===== src/rtl/tpwm_gen.sv =====
module tpwm_gen #(
  parameter int CW  = 16,
  parameter int DTW = 8,
  parameter int NPH = 3
) (
  input  logic          clk,
  input  logic          rst_n,
  input  logic          tick,
  input  logic          cfg_we,
  input  logic [2:0]    cfg_addr,
  input  logic [CW-1:0] cfg_wdata,
  output logic [NPH-1:0] pwm_hi,
  output logic [NPH-1:0] pwm_lo,
  output logic          adc_trig,
  output logic          irq
);
  localparam int NOUT = 2 * NPH;

  logic                   run_r;
  logic [CW-1:0]          per_r, adly_r, cnt, acnt;
  logic [DTW-1:0]         dt_r;
  logic [1:0]             mask_r;
  logic [NPH-1:0][CW-1:0] buf_r, cmp_r;
  logic                   up, act;
  logic [NPH-1:0]         raw_hi;
  logic [NOUT-1:0]        raw6, out6;
  logic                   peak_ev, trough_ev;

  // configuration
  always_ff @(posedge clk or negedge rst_n) begin
    if (!rst_n) begin
      run_r <= 1'b0; per_r <= '0; dt_r <= '0; adly_r <= '0; mask_r <= '0; buf_r <= '0;
    end else if (cfg_we) begin
      case (cfg_addr)
        3'd0: run_r  <= cfg_wdata[0];
        3'd1: per_r  <= cfg_wdata;
        3'd2: dt_r   <= cfg_wdata[DTW-1:0];
        3'd3: adly_r <= cfg_wdata;
        3'd4: mask_r <= cfg_wdata[1:0];
        3'd5: buf_r[0] <= cfg_wdata;
        3'd6: buf_r[1] <= cfg_wdata;
        default: buf_r[2] <= cfg_wdata;
      endcase
    end
  end

  assign peak_ev   = run_r & tick & up & (cnt >= per_r);
  assign trough_ev = run_r & tick & ~up & (cnt == '0);

  // triangle carrier
  always_ff @(posedge clk or negedge rst_n) begin
    if (!rst_n) begin
      cnt <= '0; up <= 1'b1;
    end else if (!run_r) begin
      cnt <= '0; up <= 1'b1;
    end else if (tick) begin
      if (up) begin
        if (cnt >= per_r) begin up <= 1'b0; cnt <= cnt - 1'b1; end
        else cnt <= cnt + 1'b1;
      end else begin
        if (cnt == '0) begin up <= 1'b1; cnt <= cnt + 1'b1; end
        else cnt <= cnt - 1'b1;
      end
    end
  end

  assert_bounce_R1: assert property (@(posedge clk) disable iff (!rst_n)
    trough_ev |=> (cnt == CW'(1)));

  // double-buffered compare
  always_ff @(posedge clk or negedge rst_n) begin
    if (!rst_n) cmp_r <= '0;
    else if (!run_r || trough_ev) cmp_r <= buf_r;
  end

  assert_trough_load_R5: assert property (@(posedge clk) disable iff (!rst_n)
    trough_ev |=> (cmp_r == $past(buf_r)));
  assert_cmp_hold_R5: assert property (@(posedge clk) disable iff (!rst_n)
    (run_r && !trough_ev) |=> $stable(cmp_r));

  // compare and dead time
  generate
    for (genvar p = 0; p < NPH; p++) begin : g_cmp
      assign raw_hi[p] = cnt < cmp_r[p];
    end
  endgenerate
  assign raw6 = {~raw_hi, raw_hi};

  generate
    for (genvar g = 0; g < NOUT; g++) begin : g_dead
      logic [DTW-1:0] dcnt;
      always_ff @(posedge clk or negedge rst_n) begin
        if (!rst_n) dcnt <= '0;
        else if (!run_r) dcnt <= '0;
        else if (tick) begin
          if (!raw6[g]) dcnt <= '0;
          else if (dcnt < dt_r) dcnt <= dcnt + 1'b1;
        end
      end
      assign out6[g] = run_r & raw6[g] & (dcnt >= dt_r);

      assert_rise_delay_R3: assert property (@(posedge clk) disable iff (!rst_n)
        ($rose(out6[g]) && dt_r != '0 && $stable(dt_r)) |-> $past(raw6[g]));
    end
  endgenerate

  assign pwm_hi = out6[NPH-1:0];
  assign pwm_lo = out6[NOUT-1:NPH];

  assert_no_overlap_R3: assert property (@(posedge clk) disable iff (!rst_n)
    (pwm_hi & pwm_lo) == '0);
  assert_stopped_low_R1: assert property (@(posedge clk) disable iff (!rst_n)
    !run_r |-> (pwm_hi == '0 && pwm_lo == '0));

  // interrupt
  always_ff @(posedge clk or negedge rst_n) begin
    if (!rst_n) irq <= 1'b0;
    else irq <= (peak_ev & ~mask_r[0]) | (trough_ev & ~mask_r[1]);
  end

  assert_peak_mask_R6: assert property (@(posedge clk) disable iff (!rst_n)
    (peak_ev && mask_r[0]) |=> !irq);
  assert_trough_mask_R6: assert property (@(posedge clk) disable iff (!rst_n)
    (trough_ev && mask_r[1]) |=> !irq);

  // delayed A/D trigger
  always_ff @(posedge clk or negedge rst_n) begin
    if (!rst_n) begin
      adc_trig <= 1'b0; act <= 1'b0; acnt <= '0;
    end else if (!run_r) begin
      adc_trig <= 1'b0; act <= 1'b0;
    end else begin
      adc_trig <= 1'b0;
      if (trough_ev) begin
        if (adly_r == '0) adc_trig <= 1'b1;
        else begin act <= 1'b1; acnt <= adly_r; end
      end else if (tick && act) begin
        if (acnt == CW'(1)) begin adc_trig <= 1'b1; act <= 1'b0; end
        else acnt <= acnt - 1'b1;
      end
    end
  end

  assert_adc_nodelay_R7: assert property (@(posedge clk) disable iff (!rst_n)
    (trough_ev && adly_r == '0) |=> adc_trig);
endmodule


===== config.mk =====
export PLATFORM = sky130hd
export DESIGN_NAME = tpwm_gen
export DESIGN_NICKNAME = d
export VERILOG_FILES = /design/src/rtl/tpwm_gen.sv
export SDC_FILE = /design/constraint.sdc
export NUM_CORES = 1
export LEC_CHECK = 0
export BUFFER_PORTS_ARGS = -buffer_cell sky130_fd_sc_hd__clkbuf_2
export CAP_MARGIN = 10
export CORE_MARGIN = 8
export CORE_UTILIZATION = 45
export CTS_CLUSTER_SIZE = 30
export DETAILED_ROUTE_END_ITERATION = 10
export PLACE_DENSITY = 0.69
export SYNTH_ARGS = -nofsm -noshare
export SYNTH_HDL_FRONTEND = slang
export SYNTH_SLANG_ARGS = --single-unit

===== constraint.sdc =====
create_clock -name clk -period 6.7 [get_ports clk]
set_input_delay 0.67 -clock clk [delete_from_list [all_inputs] [get_ports clk]]
set_output_delay 0.67 -clock clk [all_outputs]
set_load 0.03 [all_outputs]

==> impl_metrics.yaml, run 1 <==
outcome:
  status: "finished clean"
logic_synthesis:
  yosysSeqAreaShare_pct: 42.8
  ys_async_sr_fraction_pct: 100
  yosysMostFrequentCell: "dfrtp_1"
  synth-xor-area-share_pct: 1.28
  yosys_warnings: 0
  synth_area_leader_cell: "dfrtp_1"
  synth_edf_count: 0
  ys_types: 66
  syn-instance-count: 1347
  yosys.area.top_type_share_pct: 42.6
  ys_seq_elements: 223
  synth_nets: 1490
  synth_area_leaders: "dfrtp_1 (43%), ha_1 (12%), mux2_2 (6.1%)"
  synth_common_cells: "dfrtp_1 (222), nand2_1 (150), ha_1 (120), o21ai_0 (94), inv_1 (89)"
  ys.flop_type: "dfrtp_1"
  yosys-mux-area-fraction_pct: 8.13
  synthSimpleGateAreaFrac_pct: 18.9
  synth_top_family_by_area: "simple AND/OR/NAND/NOR gates"
  synth_compound_area_share_pct: 12.7
  syn_area_per_cell_um2: 9.67
  synthesis.area_um2: 13000
  yosys.area_share.adder_pct: 11.5
floorplan:
  fp-row-count: 62
  start_util_pct: 45.5
  die_w_um: 186
  die_h_um: 186
  die_area_um2: 34700
  io_pins: 31
  core_area_um2: 28600
clock_network:
  htreeDepth: 1
  cts_hold_buf: 0
  clkSinkCount: 223
  cts.clk_slew.worst_paths_ns: 0.06
  cts.repair.resized: 0
  cts-buffers-inserted: 25
  insertion_delay_ns: 0.53
  post_cts_buffers: 0
  cts_tree: "done"
  cts_max_path_buffers: 3
  cts_root_buf: "clkbuf_16"
worst_setup_path:
  r2r-start: "cnt[8]"
  worstPathRequired_ns: 6.03
  cp-startpoint: "cnt[1]"
  crit_slowest_cell: "o21a_1"
  start_kind: "flip-flop"
  critPathMaxStageDelay_ns: 0.61
  critical_path_class: "flip-flop to output pin"
  cp_cell_sequence: "ha_1, a21o_1, a211o_1, a221oi_1, o21a_1, o21ai_0, nor2_1, clkbuf_2"
  r2r_end: "cmp_r[26]"
  critPathMaxFanout: 18
  rrSetupSlack_ns: 3.05
  endpoint: "pwm_hi[0]"
  arrival_ns: 3.50
  reg2regPathDepth: 6
  cp-end-kind: "output pin"
power_and_ir_drop:
  vdd_ir_drop_max_v: 0.000179
  finalPower_mw: 4.17
  p_leak_nw: 6.83
  power.density_nw_per_um2: 291
finish:
  drive_above_1_share_pct: 12.6
  syn2layout_area_growth_pct: 9.80
  final_core_utilization_pct: 50.0
  final_nets: 1502
  insertedDiodeCount: 0
  final_cell_count_no_fill: 1761
global_routing:
  use_met3_pct: 2.82
  gr-total-overflow: 0
  antenna_found_initial: 0
  met2_usage_pct: 30.4
  grt_busiest_layer: "met2"
  grt_pass1_wl_um: 51500
  grt_usage_pct: 18.4
  grt_max_degree: 88
  grt_pass1_vias: 9789
  grt_use_met1_pct: 24.2
drt:
  num_vias: 10100
  vias_per_cell: 5.76
  firstDrtPassIters: 8
  wire_per_inst_um: 17.9
  ant_nets: 0
  wl_um: 31500
  remaining_drc_errors: 0
  drt-initial-drc-count: 753
timing:
  period_minus_slack_ns: 4.17
  setup_slack_ns: 2.53
  tightest_slew_ns: 1.13
  setup_viol: 0
  min_period_over_period_pct: 62.2
  hold_violations: 0
  clock_skew_ns: 0.00941
  rsz0062_at_grt: "false"
  timing.fmax_ghz: 0.240
  relSlewSlack_pct: 24.1
  finalSetupTns_ns: 0
  final-max-slew-violation-count: 0
worst_hold_path:
  hold_path.class: "input port to asynchronous set/reset pin"
placed_design:
  portBuffers: 30
  dpl_worst_slack_ns: 2.85
  hpwl_um: 22000
  place.gp.congestion: 0.875
  dp.cells: 1716
flow_run:
  drv_cap: 0
-- layer usage --
layer	share of wire (%)	wire length [um]
met3	5.2	1630
met4	2.6	809
met5	0	0
met2	47	14900
met1	45	14200
-- cell usage in the layout, fill, tap and decap left out, types with 42 or more instances in the layout --
cell type and n:
dfrtp_1 221, nand2_1 150, ha_1 120, o21ai_0 94, inv_1 89, mux2_2 71, nand4_1 62, nor2_1 58
a21oi_1 52, nand3_1 42
-- power breakdown --
| part | switching [mW] | internal [mW] | leakage (nW) | total, mW |
|---|---|---|---|---|
| clock network | 0.557 | 0.815 | 0.397 | 1.37 |
| logic | 0.624 | 0.414 | 3.60 | 1.04 |
| registers | 0.162 | 1.60 | 2.84 | 1.76 |
| total | 1.34 | 2.83 | 6.83 | 4.17 |
-- through the flow --
stage               hold WS [ns]  cell area [um^2]
floorplan                  0.374             13000
global placement           0.450             13500
detailed placement         0.460             13500
CTS                        0.182             14300
global route               0.215             14300
finish                     0.158             14300
-- worst max-delay path, delay by kind of cell (launching register included) --
family | cells | cell delay (ns)
AOI/OAI and AO/OA | 5 | 1.77
adders and majority gates | 1 | 0.34
buffers and inverters | 1 | 0.22
DFF | 1 | 0.51
and+or+nand+nor | 1 | 0.12
-- cells by family after synthesis --
| family | after synthesis |
|---|---|
| compound gates | 269 |
| xor+xnor | 19 |
| fa+ha+maj | 120 |
| buf+inv | 144 |
| flops | 223 |
| mux | 97 |
| simple gates | 475 |
-- layout make-up --
type / instances / area [um^2]
fill: 2567 / 14300
clock buffer: 32 / 662
multi-input combinational: 980 / 6860
timing repair buffer: 40 / 235
sequential: 223 / 5580
tap: 384 / 480
clock inverter: 13 / 153
inverter: 89 / 334
-- how the worst min path moves through the flow --
| stage | startpoint | endpoint | slack (ns) | cells after the start |
|---|---|---|---|---|
| after CTS | rst_n | acnt[5] | 0.18 | 1 |
| after global placement | buf_r[19] | cmp_r[19] | 0.45 | 2 |
| after floorplan | rst_n | acnt[0] | 0.37 | 0 |
| final | rst_n | acnt[5] | 0.16 | 1 |
| after detailed placement | buf_r[35] | cmp_r[35] | 0.46 | 2 |
| after global routing | rst_n | acnt[5] | 0.22 | 1 |
-- state kept, by name, indices dropped and copies added, names as in the netlist --
name	count
buf_r	48
cmp_r	48
g_dead.dcnt	48
acnt	16
adly_r	16
cnt	16
per_r	16
dt_r	8
mask_r	2
act	1
adc_trig	1
irq	1
run_r	1
up	1
Note: power is estimated with default switching activity, not from simulation.
==> run 2, diff against run 1 <==
--- a/config.mk
+++ b/config.mk
@@ -5,13 +5,14 @@
 export SDC_FILE = /design/constraint.sdc
 export NUM_CORES = 1
 export LEC_CHECK = 0
+export ABC_AREA = 1
 export BUFFER_PORTS_ARGS = -buffer_cell sky130_fd_sc_hd__clkbuf_2
 export CAP_MARGIN = 10
 export CORE_MARGIN = 8
 export CORE_UTILIZATION = 45
 export CTS_CLUSTER_SIZE = 30
 export DETAILED_ROUTE_END_ITERATION = 10
-export PLACE_DENSITY = 0.69
+export PLACE_DENSITY = 0.71
 export SYNTH_ARGS = -nofsm -noshare
 export SYNTH_HDL_FRONTEND = slang
 export SYNTH_SLANG_ARGS = --single-unit
==> constraint.sdc (replaced) <==
create_clock -name clk -period 3.65 [get_ports clk]
set_input_delay 0.365 -clock clk [delete_from_list [all_inputs] [get_ports clk]]
set_output_delay 0.365 -clock clk [all_outputs]
set_load 0.03 [all_outputs]
==> impl_metrics.yaml, run 2 <==
worst_setup_path:
  r2r-start: "cnt[10]"
  start_kind: "flip-flop"
  cpLargestDelayFamily: "simple AND/OR/NAND/NOR gates"
  crit_top_cell: "nand2_1"
  rrSetupSlack_ns: 0.78
  reg2regPathDepth: 11
  crit_slowest_cell: "dfrtp_1"
  critPathMaxFanout: 12
  worstPathRequired_ns: 3.28
  path_depth: 10
  cp_num_buf_inv: 1
  r2r_end: "irq"
  cp_cell_sequence: "ha_1, nand2_1, o21bai_1, a21oi_1, nor2_1, nand2_1, nor2_1, nand2_1, nand2_1, clkbuf_2"
  critPathMaxStageDelay_ns: 0.67
  arrival_ns: 3.07
  critical_path_class: "flip-flop to output pin"
  cp-end-kind: "output pin"
finish:
  final_nets: 1873
  final_cell_mix: "nand2_1 (446), dfrtp_1 (221), inv_1 (187), o21ai_0 (139), nand3_1 (132)"
  insertedDiodeCount: 0
  drive_above_1_share_pct: 7.32
  mostFrequentLayoutCell: "nand2_1"
  reg.largest.list: "buf_r x48, cmp_r x48, g_dead.dcnt x48"
  syn2layout_area_growth_pct: 10.2
  final_cell_count_no_fill: 2139
  final_area_um2: 14900
timing:
  tightest_slew_ns: 1.12
  period_minus_slack_ns: 3.44
  hold_ws_ns: 0.175
  clock_skew_ns: 0.0244
  finalSetupTns_ns: 0
  min_period_over_period_pct: 94.2
  timing.fmax_ghz: 0.291
  rsz0062_at_grt: "false"
  relSlewSlack_pct: 25.3
  setup_viol: 0
  hold_violations: 0
  final-max-slew-violation-count: 0
drt:
  ant_nets: 0
  num_vias: 11200
  drt-initial-drc-count: 909
  vias_per_cell: 5.22
  wl_um: 33700
  firstDrtPassIters: 5
  remaining_drc_errors: 0
  wire_per_inst_um: 15.7
logic_synthesis:
  synthSimpleGateAreaFrac_pct: 25.7
  ys_seq_elements: 223
  yosys_warnings: 0
  synthesis.area_um2: 13500
  synth_nets: 1854
  ys.flop_type: "dfrtp_1"
  yosys-mux-area-fraction_pct: 0.166
  yosysSeqAreaShare_pct: 41.2
  synth_area_leaders: "dfrtp_1 (41%), nand2_1 (12%), ha_1 (11%)"
  yosys.area.top_type_share_pct: 41.0
  synth_common_cells: "nand2_1 (446), dfrtp_1 (222), inv_1 (187), o21ai_0 (139), nand3_1 (132)"
  yosysMostFrequentCell: "nand2_1"
  ys_async_sr_fraction_pct: 100
  ys_types: 49
  synth_edf_count: 0
  synth-xor-area-share_pct: 4.59
  synth_compound_area_share_pct: 9.48
  synth_area_leader_cell: "dfrtp_1"
  yosys.area_share.adder_pct: 11.1
  synth_top_family_by_area: "simple AND/OR/NAND/NOR gates"
  syn-instance-count: 1711
  syn_area_per_cell_um2: 7.91
floorplan:
  core_area_um2: 29600
  die_area_um2: 35900
  start_util_pct: 45.7
  die_h_um: 189
  io_pins: 31
  die_w_um: 189
  fp-row-count: 63
global_routing:
  grt_usage_pct: 19.2
  gr-total-overflow: 0
  grt_pass1_vias: 11100
  antenna_found_initial: 0
  grt_pass1_wl_um: 56700
  grt_max_degree: 108
placed_design:
  post_dp_cell_area_um2: 14000
  portBuffers: 30
  hpwl_um: 24100
  dp.cells: 2091
  place.gp.congestion: 0.904
clock_network:
  cts.clk_slew.worst_paths_ns: 0.06
  cts_tree: "done"
  insertion_delay_ns: 0.56
  cts_max_path_buffers: 3
  cts_root_buf: "clkbuf_16"
  htreeDepth: 1
  cts-buffers-inserted: 26
  post_cts_buffers: 0
  clkSinkCount: 223
worst_hold_path:
  whs_path_depth: 3
  hold_path.class: "input port to flip-flop"
  min_to: "buf_r[42]"
  worst_hold_startpoint: "cfg_wdata[10]"
power_and_ir_drop:
  vdd_ir_drop_max_v: 0.000387
  power.density_nw_per_um2: 749
  p_leak_nw: 7.75
flow_run:
  drv_cap: 0
outcome:
  status: "finished clean"
## run 2: where the power goes
group,leakage [nW],internal (mW),total (mW),switching [mW]
Sequential,2.86,3.08,3.65,0.579
Clock,0.419,1.56,2.65,1.09
Combinational,4.46,1.74,4.87,3.13
## run 2: per-layer routing
metal  vias to the layer above  track usage (%)  share of wire, %
li1                       5627                -                 -
met1                      5254             25.8                47
met2                       226             31.2                45
met3                        60             3.51               5.5
met4                         0             5.38               2.3
met5                         -                0                 0
## run 2: kinds of logic after synthesis
logic type	after synthesis
and+or+nand+nor	800
buffers and inverters	250
AOI/OAI and AO/OA	245
DFF	223
adders and majority gates	120
xor gates and xnor gates	71
muxes	2
## run 2: worst reg2reg max path, cell delays in order (launching register included)
cell and delay, ns:
dfrtp_1 0.57, ha_1 0.38, nand2_1 0.05, inv_1 0.08, nand3_1 0.15, nor3_1 0.35
nand2_1 0.13, nand3_1 0.10, nand2_1 0.33, inv_1 0.19, nand2_1 0.11, o22ai_1 0.30
## run 2: area by class of cell
type                            instances  area, um^2
Tap cell                              390         488
Fill cell                            2869       14700
Multi-Input combinational cell       1238        6910
Clock buffer                           36         738
Timing Repair Buffer                   48         335
Clock inverter                         11         135
Sequential cell                       223        5580
Inverter                              193         724
## run 2: worst max-delay path by stage
| stage | startpoint | slack, ns | endpoint |
|---|---|---|---|
| final | cnt[10] | 0.21 | pwm_hi[1] |
| after CTS | cnt[5] | 0.18 | pwm_hi[1] |
| after global routing | cnt[10] | 0.006 | pwm_hi[1] |
| after global placement | cnt[9] | 0.84 | pwm_hi[0] |
| after detailed placement | cnt[15] | 0.79 | pwm_hi[0] |
| after floorplan | cnt[15] | 1.0 | pwm_hi[0] |
## run 2: what timing repair did
item,CTS,global route
endpoints found under the hold margin,104,0
endpoints found under the setup margin,0,2
resized for setup,0,1
hold buffers,1,0
## run 2: stage by stage
stage                     utilization [%]  power [mW]  setup WS (ns)
after CTS                            50.3        11.2          0.184
after floorplan                         -        7.29          0.996
after detailed placement             47.3        8.50          0.785
after global routing                 50.3        12.1        0.00624
after global placement               47.3        8.35          0.844
final                                50.3        11.2          0.211
==> run 3, diff against run 2 <==
==> config.mk (replaced) <==
export PLATFORM = sky130hd
export DESIGN_NAME = tpwm_gen
export DESIGN_NICKNAME = d
export VERILOG_FILES = /design/src/rtl/tpwm_gen.sv
export SDC_FILE = /design/constraint.sdc
export NUM_CORES = 1
export LEC_CHECK = 0
export ABC_AREA = 1
export CAP_MARGIN = 20
export CORE_MARGIN = 8
export CORE_UTILIZATION = 45
export DETAILED_ROUTE_END_ITERATION = 10
export DONT_BUFFER_PORTS = 1
export PLACE_DENSITY = 0.7
export SYNTH_ARGS = -nofsm -noshare
export SYNTH_HDL_FRONTEND = slang
export SYNTH_SLANG_ARGS = --single-unit
==> impl_metrics.yaml, run 3 (synthesis results as in run 2) <==
worst_setup_path:
  critical_path_class: "flip-flop to output pin"
  endpoint: "pwm_hi[0]"
  path_depth: 7
  r2r_end: "acnt[9]"
  r2r-start: "cnt[1]"
  reg2regPathDepth: 11
  cp_num_buf_inv: 1
  cp-end-kind: "output pin"
  arrival_ns: 3.10
  cpLargestDelayFamily: "compound AO/OA/AOI/OAI gates"
  cp_cell_sequence: "ha_1, a21oi_1, o21ai_0, a21oi_1, nand3_1, o21ai_0, buf_4"
  start_kind: "flip-flop"
  crit_slowest_cell: "dfrtp_1"
  critPathMaxStageDelay_ns: 0.53
  cp-startpoint: "cnt[15]"
  worstPathRequired_ns: 3.28
  rrSetupSlack_ns: 0.92
  critPathMaxFanout: 9
worst_hold_path:
  hold_path.class: "input port to asynchronous set/reset pin"
power_and_ir_drop:
  switching_power_mw: 4.68
  p_leak_nw: 7.62
  p_int_mw: 6.44
  vdd_ir_drop_max_v: 0.000432
  swShare_pct: 42.1
  pwr-share-seq_pct: 33.2
  power_frac_comb_pct: 42.6
  power.density_nw_per_um2: 753
  clkPwrFrac_pct: 24.2
finish:
  final_core_utilization_pct: 49.8
  final_nets: 1840
  mostFrequentLayoutCell: "nand2_1"
  insertedDiodeCount: 0
  fillers: 2826
  register_area_um2: 5590
  drive_above_1_share_pct: 5.59
  syn2layout_area_growth_pct: 8.97
  final_cell_mix: "nand2_1 (446), dfrtp_1 (219), inv_1 (187), o21ai_0 (139), nand3_1 (132)"
  multiInputGateArea_um2: 6910
  final_area_um2: 14800
  final_cell_count_no_fill: 2106
  reg.largest.list: "buf_r x48, cmp_r x48, g_dead.dcnt x48"
global_routing:
  grt_max_degree: 224
  grt_pass1_wl_um: 54900
  grt_usage_pct: 18.6
  antenna_found_initial: 0
  gr-total-overflow: 0
  grt_pass1_vias: 10800
floorplan:
  start_util_pct: 45.7
  die_area_um2: 35900
  die_h_um: 189
  io_pins: 31
  die_w_um: 189
  fp-row-count: 63
  core_area_um2: 29600
clock_network:
  cts-buffers-inserted: 26
  cts_root_buf: "clkbuf_16"
  cts_max_path_buffers: 3
  insertion_delay_ns: 0.53
  cts.clk_slew.worst_paths_ns: 0.07
  cts_tree: "done"
  htreeDepth: 1
  clkSinkCount: 223
placed_design:
  dp.cells: 2057
  portBuffers: 0
  post_dp_cell_area_um2: 13800
  hpwl_um: 23400
  place.gp.congestion: 0.875
timing:
  period_minus_slack_ns: 3.47
  final-max-slew-violation-count: 0
  hold_ws_ns: -0.444
  setup_viol: 0
  hold_violations: 223
  rsz0062_at_grt: "false"
  tightest_slew_ns: 1.05
  min_period_over_period_pct: 94.9
  finalSetupTns_ns: 0
  timing.fmax_ghz: 0.289
  relSlewSlack_pct: 29.6
  clock_skew_ns: 0.0138
outcome:
  violations: "negative hold slack"
  status: "finished with violations"
drt:
  wl_um: 33200
  ant_nets: 0
  wire_per_inst_um: 15.8
  remaining_drc_errors: 0
  num_vias: 11300
  drt-initial-drc-count: 932
  vias_per_cell: 5.36
  firstDrtPassIters: 7
flow_run:
  drv_cap: 0
run 3: through the flow:
step	power (mW)	setup slack [ns]
after floorplan	7.29	0.996
after global placement	8.21	0.739
after detailed placement	8.38	0.714
after CTS	11.1	0.128
after global routing	12.0	0.00925
final	11.1	0.185
run 3: what timing repair did:
item                                    CTS  global route
buffers inserted                          0             0
gates resized for setup                   0             3
endpoints found under the setup margin    0             3
endpoints found under the hold margin   223           223
run 3: area by class of cell:
type,count,share of cell area (%)
clock buffers,35,4.85
clock inverters,12,1.12
inverters,193,4.91
multi-input cells,1238,46.8
flip-flops and latches,223,37.9
well taps,390,3.31
repair buffers,15,1.12
run 3: per-layer routing:
metal / routed length, um / global-route usage [%]
met1: 15000 / 25.2
met2: 15200 / 29.8
met3: 1950 / 2.61
met4: 1060 / 6.92
met5: 0 / 0
run 3: worst min path at each step:
stage	from	to	slack, ns	cells past startpoint
2_1_floorplan	rst_n	acnt[0]	0.07	0
3_3_place_gp	rst_n	buf_r[45]	0.09	0
3_5_place_dp	rst_n	buf_r[10]	0.09	0
4_1_cts	rst_n	per_r[10]	-0.47	0
5_1_grt	rst_n	cmp_r[29]	-0.47	0
6_report	rst_n	cmp_r[45]	-0.44	0
run 3: power groups by stage:
stage / clock network, mW / logic [mW] / registers [mW]
2_1_floorplan: 0 / 3.82 / 3.46
3_3_place_gp: 0 / 4.52 / 3.69
3_5_place_dp: 0 / 4.67 / 3.71
4_1_cts: 2.74 / 4.72 / 3.67
5_1_grt: 2.85 / 5.43 / 3.77
6_report: 2.69 / 4.74 / 3.69
